## src/rtl/nvs_pkg.sv

```systemverilog
package nvs_pkg;

    typedef enum logic [2:0] {
        NVS_IDLE  = 3'd0,
        NVS_ERASE = 3'd1,
        NVS_PROG  = 3'd2,
        NVS_CLEAR = 3'd3,
        NVS_LOAD  = 3'd4
    } nvs_state_e;

    typedef enum logic [1:0] {
        GO_NONE   = 2'd0,
        GO_HWREC  = 2'd1,
        GO_STORE  = 2'd2,
        GO_RECALL = 2'd3
    } nvs_go_e;

    typedef struct packed {
        nvs_state_e st;
        logic       hw;
        logic       done;
    } nvs_ctl_t;

    typedef struct packed {
        logic pgood;
        logic pend;
    } nvs_sup_t;

    function automatic int first_half(input int cyc);
        return cyc / 2;
    endfunction

    function automatic int second_half(input int cyc);
        return cyc - cyc / 2;
    endfunction

    function automatic int max3(input int a, input int b, input int c);
        int m;
        m = (a > b) ? a : b;
        return (m > c) ? m : c;
    endfunction

endpackage

```

## src/rtl/nvs_supply_mon.sv

```systemverilog
module nvs_supply_mon
    import nvs_pkg::*;
(
    input  logic clk,
    input  logic rst_n,
    input  logic pwr_good,
    input  logic take_pend,
    output logic pgood_q_o,
    output logic pend_q_o
);

    nvs_sup_t sup_d, sup_q;

    always_comb begin
        sup_d       = sup_q;
        sup_d.pgood = pwr_good;
        if (!pwr_good) begin
            sup_d.pend = 1'b1;
        end else if (take_pend) begin
            sup_d.pend = 1'b0;
        end
    end

    always_ff @(posedge clk or negedge rst_n) begin
        if (!rst_n) begin
            sup_q <= '{pgood: 1'b0, pend: 1'b1};
        end else begin
            sup_q <= sup_d;
        end
    end

    assign pgood_q_o = sup_q.pgood;
    assign pend_q_o  = sup_q.pend;

endmodule

```

## src/rtl/nvs_arbiter.sv

```systemverilog
module nvs_arbiter
    import nvs_pkg::*;
(
    input  logic    idle,
    input  logic    pgood,
    input  logic    pend,
    input  logic    store_req,
    input  logic    recall_req,
    output nvs_go_e go
);

    always_comb begin
        go = GO_NONE;
        if (idle && pgood) begin
            if (pend) begin
                go = GO_HWREC;
            end else if (store_req) begin
                go = GO_STORE;
            end else if (recall_req) begin
                go = GO_RECALL;
            end
        end
    end

endmodule

```

## src/rtl/nvs_phase_timer.sv

```systemverilog
module nvs_phase_timer #(
    parameter int CW = 8
) (
    input  logic          clk,
    input  logic          rst_n,
    input  logic          clr,
    input  logic [CW-1:0] lim,
    output logic          last
);

    logic [CW-1:0] cnt_d, cnt_q;

    always_comb begin
        last  = (cnt_q == lim - CW'(1));
        cnt_d = cnt_q + CW'(1);
        if (clr || last) begin
            cnt_d = '0;
        end
    end

    always_ff @(posedge clk or negedge rst_n) begin
        if (!rst_n) begin
            cnt_q <= '0;
        end else begin
            cnt_q <= cnt_d;
        end
    end

endmodule

```

## src/rtl/nv_xfer_seq.sv

```systemverilog
module nv_xfer_seq
    import nvs_pkg::*;
#(
    parameter int STORE_CYC  = 16000,
    parameter int RECALL_CYC = 400,
    parameter int HWREC_CYC  = 600
) (
    input  logic clk,
    input  logic rst_n,
    input  logic pwr_good,
    input  logic store_req,
    input  logic recall_req,
    input  logic host_rd,
    input  logic host_wr,
    output logic arr_rd_en,
    output logic arr_wr_en,
    output logic busy_n,
    output logic done,
    output logic nv_erase,
    output logic nv_prog,
    output logic arr_clear,
    output logic arr_load
);

    localparam int S1   = first_half(STORE_CYC);
    localparam int S2   = second_half(STORE_CYC);
    localparam int R1C  = first_half(RECALL_CYC);
    localparam int R2C  = second_half(RECALL_CYC);
    localparam int H1   = first_half(HWREC_CYC);
    localparam int H2   = second_half(HWREC_CYC);
    localparam int MAXH = max3(S2, R2C, H2);
    localparam int CW   = $clog2(MAXH + 1);

    nvs_ctl_t      ctl_d, ctl_q;
    nvs_go_e       go;
    logic          pgood_q, pend_q;
    logic          idle, last, tmr_clr;
    logic [CW-1:0] lim;

    assign idle    = (ctl_q.st == NVS_IDLE);
    assign tmr_clr = idle || !pwr_good;

    nvs_supply_mon u_sup (
        .clk       (clk),
        .rst_n     (rst_n),
        .pwr_good  (pwr_good),
        .take_pend (go == GO_HWREC),
        .pgood_q_o (pgood_q),
        .pend_q_o  (pend_q)
    );

    nvs_arbiter u_arb (
        .idle       (idle),
        .pgood      (pgood_q),
        .pend       (pend_q),
        .store_req  (store_req),
        .recall_req (recall_req),
        .go         (go)
    );

    nvs_phase_timer #(.CW(CW)) u_tmr (
        .clk   (clk),
        .rst_n (rst_n),
        .clr   (tmr_clr),
        .lim   (lim),
        .last  (last)
    );

    // phase length for the phase now running
    always_comb begin
        unique case (ctl_q.st)
            NVS_ERASE: lim = CW'(S1);
            NVS_PROG:  lim = CW'(S2);
            NVS_CLEAR: lim = ctl_q.hw ? CW'(H1) : CW'(R1C);
            NVS_LOAD:  lim = ctl_q.hw ? CW'(H2) : CW'(R2C);
            default:   lim = CW'(1);
        endcase
    end

    always_comb begin
        ctl_d      = ctl_q;
        ctl_d.done = 1'b0;
        unique case (ctl_q.st)
            NVS_IDLE: begin
                unique case (go)
                    GO_HWREC:  begin ctl_d.st = NVS_CLEAR; ctl_d.hw = 1'b1; end
                    GO_STORE:  begin ctl_d.st = NVS_ERASE; ctl_d.hw = 1'b0; end
                    GO_RECALL: begin ctl_d.st = NVS_CLEAR; ctl_d.hw = 1'b0; end
                    default:   ctl_d.st = NVS_IDLE;
                endcase
            end
            NVS_ERASE: if (last) ctl_d.st = NVS_PROG;
            NVS_CLEAR: if (last) ctl_d.st = NVS_LOAD;
            NVS_PROG, NVS_LOAD: begin
                if (last) begin
                    ctl_d.st   = NVS_IDLE;
                    ctl_d.done = 1'b1;
                end
            end
            default: ctl_d.st = NVS_IDLE;
        endcase
        if (!pwr_good) begin
            ctl_d.st   = NVS_IDLE;
            ctl_d.hw   = 1'b0;
            ctl_d.done = 1'b0;
        end
    end

    always_ff @(posedge clk or negedge rst_n) begin
        if (!rst_n) begin
            ctl_q <= '{st: NVS_IDLE, hw: 1'b0, done: 1'b0};
        end else begin
            ctl_q <= ctl_d;
        end
    end

    assign busy_n    = idle && pgood_q && !pend_q;
    assign done      = ctl_q.done;
    assign nv_erase  = (ctl_q.st == NVS_ERASE);
    assign nv_prog   = (ctl_q.st == NVS_PROG);
    assign arr_clear = (ctl_q.st == NVS_CLEAR);
    assign arr_load  = (ctl_q.st == NVS_LOAD);
    assign arr_rd_en = host_rd && busy_n;
    assign arr_wr_en = host_wr && busy_n;

endmodule

```

## config.mk

```make
export PLATFORM = sky130hd
export DESIGN_NAME = nv_xfer_seq
export DESIGN_NICKNAME = d
export VERILOG_FILES = /design/src/rtl/nvs_pkg.sv /design/src/rtl/nvs_supply_mon.sv /design/src/rtl/nvs_arbiter.sv /design/src/rtl/nvs_phase_timer.sv /design/src/rtl/nv_xfer_seq.sv
export SDC_FILE = /design/constraint.sdc
export NUM_CORES = 1
export LEC_CHECK = 0
export BUFFER_PORTS_ARGS = -buffer_cell sky130_fd_sc_hd__buf_2
export CAP_MARGIN = 15
export CORE_UTILIZATION = 25
export CTS_BUF_LIST = sky130_fd_sc_hd__clkbuf_16
export DETAILED_ROUTE_END_ITERATION = 10
export GPL_ROUTABILITY_DRIVEN = 0
export PLACE_DENSITY = 0.41
export SLEW_MARGIN = 20
export SYNTH_ARGS = -nofsm -noshare
export SYNTH_HDL_FRONTEND = slang
export SYNTH_HIERARCHICAL = 1
export SYNTH_SLANG_ARGS = --single-unit
```

## constraint.sdc

```tcl
create_clock -name clk -period 4.39 [get_ports clk]
set_input_delay 0.439 -clock clk [delete_from_list [all_inputs] [get_ports clk]]
set_output_delay 0.439 -clock clk [all_outputs]
set_load 0.1 [all_outputs]
```

==> metrics.csv, run 1 <==
stage,metric,value,unit
logic_synthesis,ys_seq_area_share,31.8,%
clock_tree,cts_resized,0,
floorplanning,die_w,81.4,um
placed_design,portBuffers,14,
power_and_ir_drop,switching_power,0.387,mW
final_layout,fin_nets,209,
final_layout,area_delta_synth_final,14.7,%
critical_path,arrival,3.71,ns
drt,top_layer_used,met4,
critical_path,slowest_delay,0.55,ns
drt,routed_wire_length_per_instance,13.1,um
power_and_ir_drop,power,0.861,mW
sta,final.setup_skew,0.00247,ns
grt,grt_pass1_vias,1274,
sta,worst_slack,0.843,ns
floorplanning,start_util,26.3,%
grt,grt_pass1_wl,6000,um
clock_tree,hold_buffers,0,
drt,drt_pass1_iterations,4,
drt,drt_iter0_drc,42,
clock_tree,clk_pin_slew,0.06,ns
clock_tree,clock_latency,0.25,ns
power_and_ir_drop,ir_drop,0.173,mV
logic_synthesis,synth_edf_count,0,
clock_tree,tritoncts,built,
sta,period_needed,3.55,ns
placed_design,place_area,1730,sq um
critical_path,cp_slowest_cell,or4_4,
critical_path,critPathRequiredTime,4.55,ns
sta,rsz0062_at_grt,no,
floorplanning,pin_count,15,
logic_synthesis,synthFlopType,dfrtp_1,
run,maxCapViolCount,0,
sta,timing.fmax,282,MHz
logic_synthesis,ys_ff_latch,20,
logic_synthesis,muxShareOfSynthArea,0,%
logic_synthesis,synth_top_family_by_area,simple AND/OR/NAND/NOR gates,
sta,setup_viol,0,
drt,wl_met1,1750,um
sta,setup_tns,0,ns
drt,vias,1326,
clock_tree,htree_num_levels,1,
clock_tree,post_cts_buffers,0,
power_and_ir_drop,seq_power_share,26.8,%
logic_synthesis,synth_fa_ha_area_share,1.59,%
critical_path,path_cells,"or3b_4, nand2_2, and2_1, or4_4, or3_1, a222oi_1, and4b_1, buf_4, and2_1, nand2b_1, a21oi_1, a211oi_1",
critical_path,crit_top_cell,and2_1,
final_layout,drive_gt1_share,16.6,%
critical_path,cp_max_fo,14,
clock_tree,clock_sinks,20,
logic_synthesis,synthSimpleGateAreaFrac,28.6,%
grt,gr-total-overflow,0,
logic_synthesis,synthDistinctLibCells,53,
floorplanning,fp.coreArea,5990,sq um
clock_tree,cts_root_buffer,clkbuf_16,
placed_design,hpwlAfterDp,2750,um
logic_synthesis,synth_compound_area_share,18.5,%
drt,wl_met3,73,um
clock_tree,clockBufferDepth,2,
placed_design,dp_worst_setup_slack,0.868,ns
grt,grt_antenna_before_repair,0,
clock_tree,cts-buffers-inserted,3,
floorplanning,die_area,6630,sq um
power_and_ir_drop,switching_share,44.9,%
floorplanning,die_y,81.4,um
final_layout,fin_area,1810,sq um
drt,drt_wl_total,3580,um
sta,finalCritPeriodShare,80.8,%
drt,antenna_left,0,
final_layout,n_antenna_cell,0,
grt,grt_max_degree,21,
drt,drc_errors,0,
critical_path,rr_startpoint,ctl_q[4]$_DFFE_PN0P_,
worst_hold_path,hold_class,in -> async,
power_and_ir_drop,clockPowerShare,22.0,%
logic_synthesis,syn-cell-area,1580,sq um
critical_path,startpoint_type,flop,
floorplanning,placementRows,28,
drt,wl_met2,1660,um
critical_path,worst-r2r-cell-count,12,
power_and_ir_drop,p_int,0.474,mW
drt,avgViaCountPerCell,4.84,
power_and_ir_drop,p_leak,0.819,nW
power_and_ir_drop,power_density,476,nW/um^2
critical_path,r2r_slack,0.84,ns
critical_path,critPathCaptureType,flop,
grt,grtUsageTotal,11.8,%
critical_path,r2r_end,ctl_q[3]$_DFFE_PN0P_,
critical_path,path_class,reg -> reg,
logic_synthesis,avgSynthCellArea,8.81,sq um
logic_synthesis,synth_xor_xnor_area_share,13.3,%
sta,hold_viol_final,0,
sta,slew_viol_final,0,
logic_synthesis,ys_async_sr_fraction,100,%
sta,whs,0.141,ns
run_status,status,completed,
power_and_ir_drop,p_comb_share,51.2,%
logic_synthesis,netlist_instances,179,
logic_synthesis,ys_warn_count,6,
worst max-delay path: cells and delay by family (launching register included):
kind            cells  cell delay [ns]
compound gates      3             0.53
buf+inv             1             0.20
flops               1             0.48
simple gates        8             2.24
through the flow:
step	util, %	instances
6_report	30.2	274
5_1_grt	30.2	274
4_1_cts	30.2	274
3_5_place_dp	28.9	270
3_3_place_gp	28.9	270
2_1_floorplan	-	186
synth_stat cells (3+ instances only):
cell type / number / area, sq um
a211oi_1: 14 / 105
a21oi_1: 9 / 45.0
and2_1: 5 / 31.3
and3_1: 4 / 25.0
buf_6: 3 / 33.8
dfrtp_1: 19 / 475
inv_1: 8 / 30.0
nand2_1: 8 / 30.0
nand2b_1: 8 / 50.1
nand3_1: 5 / 25.0
nand4_1: 4 / 25.0
nor2_1: 10 / 37.5
nor2b_1: 3 / 18.8
nor3_1: 6 / 30.0
nor4_1: 3 / 18.8
o21ai_0: 3 / 15.0
or3_1: 3 / 18.8
xnor2_1: 11 / 96.3
xor2_1: 13 / 114
sequential cells by signal (all words and copies together), names as in the netlist:
signal / flops
ctl_q: 4
u_tmr/cnt_q: 13
u_sup/pend_q_o: 1
done: 1
u_sup/pgood_q_o: 1
how the worst max path moves through the flow:
stage                                       to  cells past startpoint  slack [ns]            startpoint
after floorplan           ctl_q[3]$_DFFE_PN0P_                     14        1.13  ctl_q[4]$_DFFE_PN0P_
after CTS                 ctl_q[3]$_DFFE_PN0P_                     12        0.83  ctl_q[4]$_DFFE_PN0P_
after global placement    ctl_q[3]$_DFFE_PN0P_                     12        0.90  ctl_q[2]$_DFFE_PN0P_
after global routing      ctl_q[3]$_DFFE_PN0P_                     12        0.62  ctl_q[4]$_DFFE_PN0P_
final                     ctl_q[3]$_DFFE_PN0P_                     12        0.84  ctl_q[4]$_DFFE_PN0P_
after detailed placement  ctl_q[3]$_DFFE_PN0P_                     12        0.87  ctl_q[4]$_DFFE_PN0P_
cells in the final DEF (no fill, tap or decap), types with 2 or more instances in the layout:
master,n
a211oi_1,14
a21o_1,2
a21oi_1,9
and2_1,5
and3_1,4
buf_2,14
buf_4,3
clkbuf_16,3
conb_1,8
dfrtp_1,19
ha_1,2
inv_1,8
nand2_1,8
nand2b_1,8
nand3_1,5
nand3b_1,2
nand4_1,4
nor2_1,10
nor2b_1,3
nor3_1,6
nor4_1,3
nor4bb_1,2
o21ai_0,3
or3_1,3
xnor2_1,11
xor2_1,13
layer usage:
metal  global-route usage [%]  vias to the layer above
li1                         -                      684
met3                     1.33                        9
met2                     19.2                       17
met5                        0                        -
met1                     15.6                      616
met4                     5.18                        0
logic make-up (layout without fill, tap and decap cells):
kind of cell,count (synthesis),count (layout)
adders and majority gates,2,2
xor gates and xnor gates,24,24
buffers and inverters,17,30
DFF,20,20
and+or+nand+nor,74,74
other,1,8
AOI/OAI and AO/OA,41,41
power by group through the flow:
stage	logic (mW)	registers, mW	clock network (mW)
floorplan	0.371	0.214	0
global placement	0.446	0.236	0
detailed placement	0.443	0.233	0
CTS	0.444	0.230	0.197
global route	0.481	0.235	0.205
finish	0.441	0.231	0.190
layout make-up:
cell class | instances | area, sq um
timing repair buffer | 17 | 92.6
clock inverter | 1 | 3.75
tap | 75 | 93.8
inverter | 9 | 33.8
fill | 644 | 4180
multi-input combinational | 149 | 1010
sequential | 20 | 502
clock buffer | 3 | 75.1
Power figures use the tool's default switching activity.
==> inputs of run 2 (changes only) <==
--- a/config.mk
+++ b/config.mk
@@ -11,7 +11,7 @@
 export CTS_BUF_LIST = sky130_fd_sc_hd__clkbuf_16
 export DETAILED_ROUTE_END_ITERATION = 10
 export GPL_ROUTABILITY_DRIVEN = 0
-export PLACE_DENSITY = 0.41
+export PLACE_DENSITY = 0.43
 export SLEW_MARGIN = 20
 export SYNTH_ARGS = -nofsm -noshare
 export SYNTH_HDL_FRONTEND = slang
==> constraint.sdc (replaced) <==
create_clock -name clk -period 3.11 [get_ports clk]
set_input_delay 0.311 -clock clk [delete_from_list [all_inputs] [get_ports clk]]
set_output_delay 0.311 -clock clk [all_outputs]
set_load 0.1 [all_outputs]
==> run 2 against run 1 <==
Against the previous run:
- clock skew about the same
- cell count increased by 3.3%
- critical path depth decreased by 1
- flip-flop and latch count unchanged
- power increased by 50%
- clock power increased by 38%
- core utilization increased by 1.9 points
- register-to-register slack got worse by 0.72 ns
- sequential share of layout area decreased by 1.5 points
- critical path type unchanged
- critical endpoint unchanged
==> metrics.csv, run 2 (synthesized netlist as in run 1, its figures left out) <==
stage,metric,value,unit,change
run_status,status,completed,,unchanged
critical_path,crit_end,ctl_q[3]$_DFFE_PN0P_,,unchanged
final_layout,multi_input_area,1050,sq um,was 1010 sq um
sta,setup_viol,0,,unchanged
grt,grt_pass1_vias,1310,,was 1274
critical_path,path_class,reg -> reg,,unchanged
floorplanning,start_util,26.3,%,unchanged
critical_path,cp.depth,11,,was 12
placed_design,portBuffers,14,,unchanged
grt,grtUsageTotal,12.4,%,was 11.8%
sta,period_needed,2.99,ns,was 3.55 ns
critical_path,worst-r2r-cell-count,11,,was 12
power_and_ir_drop,switching_share,44.1,%,was 44.9%
placed_design,place_area,1800,sq um,was 1730 sq um
power_and_ir_drop,switching_power,0.569,mW,was 0.387 mW
final_layout,reg_top3,"u_tmr/cnt_q: 13 flops, ctl_q: 4 flops",,unchanged
final_layout,fin_area,1920,sq um,was 1810 sq um
sta,final.setup_skew,0.00280,ns,was 0.00247 ns
sta,relSlewSlack,64.5,%,
sta,finalCritPeriodShare,96.1,%,was 80.8%
clock_tree,clock_latency,0.25,ns,about the same
drt,avgViaCountPerCell,4.78,,was 4.84
clock_tree,tritoncts,built,,unchanged
power_and_ir_drop,power_density,671,nW/um^2,was 476 nW/um^2
sta,worst_pin_slew,0.532,ns,
power_and_ir_drop,clockPowerShare,20.3,%,was 22.0%
sta,timing.fmax,334,MHz,was 282 MHz
floorplanning,die_area,6630,sq um,unchanged
sta,whs,0.00963,ns,was 0.141 ns
floorplanning,placementRows,28,,unchanged
sta,setup_tns,0,ns,unchanged
final_layout,fill_cells,641,,was 644
critical_path,critPathCaptureType,flop,,unchanged
grt,grt_max_degree,21,,unchanged
power_and_ir_drop,p_int,0.723,mW,was 0.474 mW
grt,grt_antenna_before_repair,0,,unchanged
placed_design,hpwlAfterDp,2770,um,was 2750 um
critical_path,path_cells,"or3b_4, nand2_4, buf_4, or4_4, or3_1, a222oi_1, and4b_1, and2_4, nand2b_4, a21oi_1, a211oi_2",,"was or3b_4, nand2_2, and2_1, or4_4, or3_1, a222oi_1, and4b_1, buf_4, and2_1, nand2b_1, a21oi_1, a211oi_1"
clock_tree,clockBufferDepth,2,,unchanged
drt,antenna_left,0,,unchanged
power_and_ir_drop,seq_power_share,24.9,%,was 26.8%
drt,drt_pass1_iterations,4,,unchanged
clock_tree,clock_sinks,20,,unchanged
floorplanning,pin_count,15,,unchanged
clock_tree,htree_num_levels,1,,unchanged
clock_tree,cts-buffers-inserted,3,,unchanged
critical_path,arrival,3.15,ns,was 3.71 ns
critical_path,critPathRequiredTime,3.27,ns,was 4.55 ns
final_layout,fin_nets,218,,was 209
run,maxCapViolCount,0,,unchanged
power_and_ir_drop,p_comb_share,54.8,%,was 51.2%
floorplanning,die_w,81.4,um,unchanged
final_layout,largest_register,u_tmr/cnt_q,,unchanged
floorplanning,fp.coreArea,5990,sq um,unchanged
critical_path,crit_family,simple AND/OR/NAND/NOR gates,,unchanged
power_and_ir_drop,p_leak,0.873,nW,was 0.819 nW
critical_path,crit_start,ctl_q[4]$_DFFE_PN0P_,,unchanged
drt,drt_iter0_drc,67,,was 42
critical_path,r2r_end,ctl_q[3]$_DFFE_PN0P_,,unchanged
critical_path,cp_max_fo,7,,was 14
critical_path,cp_slowest_cell,or4_4,,unchanged
drt,routed_wire_length_per_instance,13.0,um,was 13.1 um
drt,vias,1353,,was 1326
critical_path,slowest_delay,0.57,ns,was 0.55 ns
critical_path,crit_buf_inv,1,,unchanged
critical_path,startpoint_type,flop,,unchanged
floorplanning,die_y,81.4,um,unchanged
clock_tree,clk_pin_slew,0.05,ns,was 0.06 ns
drt,drc_errors,0,,unchanged
final_layout,final_common_cell,dfrtp_1,,unchanged
grt,grt_pass1_wl,6370,um,was 6000 um
final_layout,seq_area,504,sq um,was 502 sq um
drt,drt_wl_total,3670,um,was 3580 um
sta,hold_viol_final,0,,unchanged
final_layout,drive_gt1_share,24.0,%,was 16.6%
critical_path,r2r_slack,0.12,ns,was 0.84 ns
final_layout,n_antenna_cell,0,,unchanged
final_layout,layout_common_cells,"dfrtp_1, buf_2, xor2_1, a211oi_1, buf_4",,"was dfrtp_1, a211oi_1, buf_2"
grt,gr-total-overflow,0,,unchanged
clock_tree,cts_root_buffer,clkbuf_16,,unchanged
final_layout,area_delta_synth_final,22.0,%,was 14.7%
power_and_ir_drop,ir_drop,0.262,mV,was 0.173 mV
worst_hold_path,hold_class,in -> async,,unchanged
critical_path,rr_startpoint,ctl_q[4]$_DFFE_PN0P_,,unchanged
final_layout,largest_reg_flops,13,,unchanged
sta,slew_viol_final,0,,unchanged
==> run 2: power groups by stage <==
stage | registers (mW) | clock network, mW | logic [mW]
final | 0.322 | 0.262 | 0.708
after CTS | 0.315 | 0.274 | 0.687
after floorplan | 0.303 | 0 | 0.526
after global routing | 0.327 | 0.285 | 0.781
after global placement | 0.319 | 0 | 0.690
after detailed placement | 0.319 | 0 | 0.684
==> run 2: stage by stage <==
stage	worst slack [ns]	util [%]	power, mW	std cells
floorplan	0.0222	-	0.829	186
global placement	0.127	30.0	1.01	277
detailed placement	0.0735	30.0	1.00	277
CTS	0.0539	31.3	1.28	281
global route	-0.0663	32.1	1.39	283
finish	0.120	32.1	1.29	283
==> run 2: cell type report <==
class,count,area share [%]
flip-flops and latches,20,26.2
clock buffers,3,3.90
repair buffers,26,8.32
multi-input cells,149,54.6
clock inverters,1,0.195
inverters,9,1.89
well taps,75,4.88
==> run 2: worst register-to-register path, cell delays in order, from the launching register on <==
cell	delay, ns
dfrtp_1	0.42
or3b_4	0.31
nand2_4	0.06
buf_4	0.16
or4_4	0.57
or3_1	0.36
a222oi_1	0.22
and4b_1	0.26
and2_4	0.16
nand2b_4	0.12
a21oi_1	0.07
a211oi_2	0.20
==> run 2: timing repair <==
| action | CTS | global route |
|---|---|---|
| hold buffers | 0 | 0 |
| setup buffers | 0 | 2 |
| resized for setup | 0 | 8 |
| setup endpoints to repair | 0 | 3 |
| hold endpoints to repair | 0 | 0 |
==> run 2: how the worst min path moves through the flow <==
stage / start / to / slack (ns)
2_1_floorplan: rst_n / ctl_q[1]$_DFFE_PN0P_ / 0.02
3_3_place_gp: rst_n / ctl_q[1]$_DFFE_PN0P_ / 0.30
3_5_place_dp: rst_n / u_sup/pgood_q_o$_DFF_PN0_ / 0.30
4_1_cts: rst_n / u_tmr/cnt_q[4]$_DFF_PN0_ / 0.03
5_1_grt: rst_n / u_sup/pgood_q_o$_DFF_PN0_ / 0.04
6_report: rst_n / ctl_q[1]$_DFFE_PN0P_ / 0.01
==> run 2: per-layer routing <==
| metal | share of wire, % | routed length [um] | vias up | track usage, % |
|---|---|---|---|---|
| li1 | - | - | 695 | - |
| met2 | 49 | 1800 | 8 | 20.1 |
| met5 | 0 | 0 | - | 0 |
| met4 | 0.82 | 30 | 0 | 3.75 |
| met1 | 49 | 1800 | 648 | 17.4 |
| met3 | 1.1 | 40 | 2 | 1.00 |
==> inputs of run 3 (changes only) <==
--- a/config.mk
+++ b/config.mk
@@ -11,8 +11,8 @@
 export CTS_BUF_LIST = sky130_fd_sc_hd__clkbuf_16
 export DETAILED_ROUTE_END_ITERATION = 10
 export GPL_ROUTABILITY_DRIVEN = 0
+export HOLD_SLACK_MARGIN = 0.05
 export PLACE_DENSITY = 0.43
-export SLEW_MARGIN = 20
 export SYNTH_ARGS = -nofsm -noshare
 export SYNTH_HDL_FRONTEND = slang
 export SYNTH_HIERARCHICAL = 1
==> run 3 against run 2 <==
Against the previous run:
- core utilization grew 0.17 points
- non-clock buffer count is 1 higher
- flip-flop and latch count did not move
- sequential power about the same
- clock-buffer cell count unchanged
- routed wire length is 0.14% higher
- critical path type unchanged
- cell count increased by 0.35%
- clock power is essentially flat
- critical endpoint unchanged
- critical path depth unchanged
- hold slack gained 0.26 ns
- global-route usage did not move
==> metrics.csv, run 3 (synthesized netlist as in run 1, its figures left out) <==
stage,metric,value,unit,change
worst_hold_path,hold_depth,1,,
sta,relSlewSlack,64.5,%,unchanged
floorplanning,die_w,81.4,um,unchanged
sta,worst_pin_slew,0.532,ns,unchanged
clock_tree,cts_root_buffer,clkbuf_16,,unchanged
run,maxCapViolCount,0,,unchanged
clock_tree,clockBufferDepth,2,,unchanged
critical_path,rr_startpoint,ctl_q[4]$_DFFE_PN0P_,,unchanged
critical_path,r2r_end,ctl_q[3]$_DFFE_PN0P_,,unchanged
drt,routed_wire_length_per_instance,12.9,um,was 13.0 um
placed_design,dp_worst_setup_slack,0.0735,ns,unchanged
final_layout,final_common_cell,dfrtp_1,,unchanged
floorplanning,fp.coreArea,5990,sq um,unchanged
clock_tree,clk_pin_slew,0.05,ns,about the same
final_layout,reg_top3,"u_tmr/cnt_q: 13 flops, ctl_q: 4 flops",,unchanged
power_and_ir_drop,ir_drop,0.262,mV,about the same
drt,drt_wl_total,3680,um,was 3670 um
floorplanning,placementRows,28,,unchanged
critical_path,slowest_delay,0.57,ns,about the same
critical_path,startpoint_type,flop,,unchanged
critical_path,path_cells,"or3b_4, nand2_4, buf_4, or4_4, or3_1, a222oi_1, and4b_1, and2_4, nand2b_4, a21oi_1, a211oi_2",,unchanged
final_layout,layout_common_cells,"dfrtp_1, buf_2, xor2_1, a211oi_1, buf_4",,unchanged
clock_tree,htree_num_levels,1,,unchanged
drt,vias,1356,,was 1353
critical_path,cp_max_fo,7,,unchanged
floorplanning,pin_count,15,,unchanged
grt,grt_antenna_before_repair,0,,unchanged
sta,final.setup_skew,0.00280,ns,unchanged
sta,setup_viol,0,,unchanged
critical_path,critPathRequiredTime,3.27,ns,about the same
final_layout,seq_area,504,sq um,unchanged
critical_path,worst-r2r-cell-count,11,,unchanged
sta,hold_viol_final,0,,unchanged
final_layout,multi_input_area,1050,sq um,unchanged
worst_hold_path,hold_class,in -> reg,,was in -> async
critical_path,crit_start,ctl_q[4]$_DFFE_PN0P_,,unchanged
final_layout,area_delta_synth_final,22.6,%,was 22.0%
grt,grt_pass1_wl,6370,um,unchanged
floorplanning,die_area,6630,sq um,unchanged
final_layout,fin_nets,219,,was 218
sta,worst_slack,0.121,ns,was 0.120 ns
grt,grt_pass1_vias,1310,,unchanged
critical_path,path_class,reg -> reg,,unchanged
run_status,status,completed,,unchanged
grt,grtUsageTotal,12.4,%,unchanged
floorplanning,start_util,26.3,%,unchanged
sta,timing.fmax,335,MHz,was 334 MHz
drt,drt_iter0_drc,56,,was 67
final_layout,drive_gt1_share,23.9,%,was 24.0%
critical_path,crit_end,ctl_q[3]$_DFFE_PN0P_,,unchanged
critical_path,arrival,3.15,ns,about the same
drt,drt_pass1_iterations,4,,unchanged
clock_tree,clock_latency,0.25,ns,about the same
clock_tree,clock_sinks,20,,unchanged
final_layout,largest_register,u_tmr/cnt_q,,unchanged
critical_path,cp_slowest_cell,or4_4,,unchanged
drt,antenna_left,0,,unchanged
sta,slew_viol_final,0,,unchanged
final_layout,n_antenna_cell,0,,unchanged
floorplanning,die_y,81.4,um,unchanged
final_layout,fill_cells,640,,was 641
grt,grt_max_degree,21,,unchanged
sta,finalCritPeriodShare,96.1,%,about the same
power_and_ir_drop,p_leak,0.877,nW,was 0.873 nW
critical_path,r2r_slack,0.12,ns,about the same
clock_tree,tritoncts,built,,unchanged
grt,gr-total-overflow,0,,unchanged
clock_tree,cts-buffers-inserted,3,,unchanged
final_layout,largest_reg_flops,13,,unchanged
placed_design,portBuffers,14,,unchanged
sta,period_needed,2.99,ns,about the same
power_and_ir_drop,power_density,668,nW/um^2,was 671 nW/um^2
placed_design,hpwlAfterDp,2770,um,unchanged
critical_path,critPathCaptureType,flop,,unchanged
drt,avgViaCountPerCell,4.77,,was 4.78
final_layout,final_util,32.3,%,was 32.1%
drt,drc_errors,0,,unchanged
[run 3: cell count changes in the layout (fill, tap and decap cells not counted)]
| cell | delta |
|---|---|
| dlygate4sd3_1 | +1 |
[run 3: power breakdown]
part / switching (mW) / internal (mW) / total (mW)
logic: 0.442 / 0.267 / 0.709
registers: 0.0363 / 0.285 / 0.322
clock network: 0.0909 / 0.171 / 0.262
total: 0.570 / 0.723 / 1.29
[run 3: worst max-delay path, delay by kind of cell, from the launching register on]
| family | cells | cell delay [ns] |
|---|---|---|
| AOI/OAI and AO/OA | 3 | 0.49 |
| and+or+nand+nor | 7 | 1.84 |
| buffers and inverters | 1 | 0.16 |
| DFF | 1 | 0.42 |
[run 3: what timing repair did]
| action | CTS | global route |
|---|---|---|
| setup endpoints to repair | 0 | 3 |
| setup buffers | 0 | 2 |
| hold buffers | 1 | 0 |
| hold endpoints to repair | 19 | 0 |
| gates resized for setup | 0 | 8 |
[run 3: metal layers]
| layer | wire length [um] | global-route usage [%] | up-vias | part of all wire [%] |
|---|---|---|---|---|
| met2 | 1790 | 20.1 | 8 | 49 |
| met5 | 0 | 0 | - | 0 |
| met4 | 30 | 3.75 | 0 | 0.82 |
| met1 | 1810 | 17.4 | 649 | 49 |
| met3 | 40 | 1.00 | 2 | 1.1 |
| li1 | - | - | 697 | - |
[run 3: metrics by stage]
stage	setup TNS (ns)	cell area, sq um	power (mW)	instances	hold WS, ns
floorplan	0	1620	0.829	186	0.0154
global placement	0	1800	1.01	277	0.298
detailed placement	0	1800	1.00	277	0.296
CTS	0	1880	1.28	282	0.270
global route	-0.0663	1930	1.39	284	0.273
finish	0	1930	1.29	284	0.268
[run 3: how the worst min path moves through the flow]
| stage | from | end | slack, ns |
|---|---|---|---|
| 6_report | pwr_good | u_sup/pgood_q_o$_DFF_PN0_ | 0.27 |
| 3_3_place_gp | rst_n | ctl_q[1]$_DFFE_PN0P_ | 0.30 |
| 3_5_place_dp | rst_n | u_sup/pgood_q_o$_DFF_PN0_ | 0.30 |
| 2_1_floorplan | rst_n | ctl_q[1]$_DFFE_PN0P_ | 0.02 |
| 4_1_cts | pwr_good | u_sup/pgood_q_o$_DFF_PN0_ | 0.27 |
| 5_1_grt | pwr_good | u_sup/pgood_q_o$_DFF_PN0_ | 0.27 |
[run 3: layout make-up]
class / instances / area share [%]
Clock buffer: 3 / 3.88
Clock inverter: 1 / 0.194
Inverter: 9 / 1.88
Multi-Input combinational cell: 149 / 54.3
Sequential cell: 20 / 26.1
Tap cell: 75 / 4.85
Timing Repair Buffer: 27 / 8.80
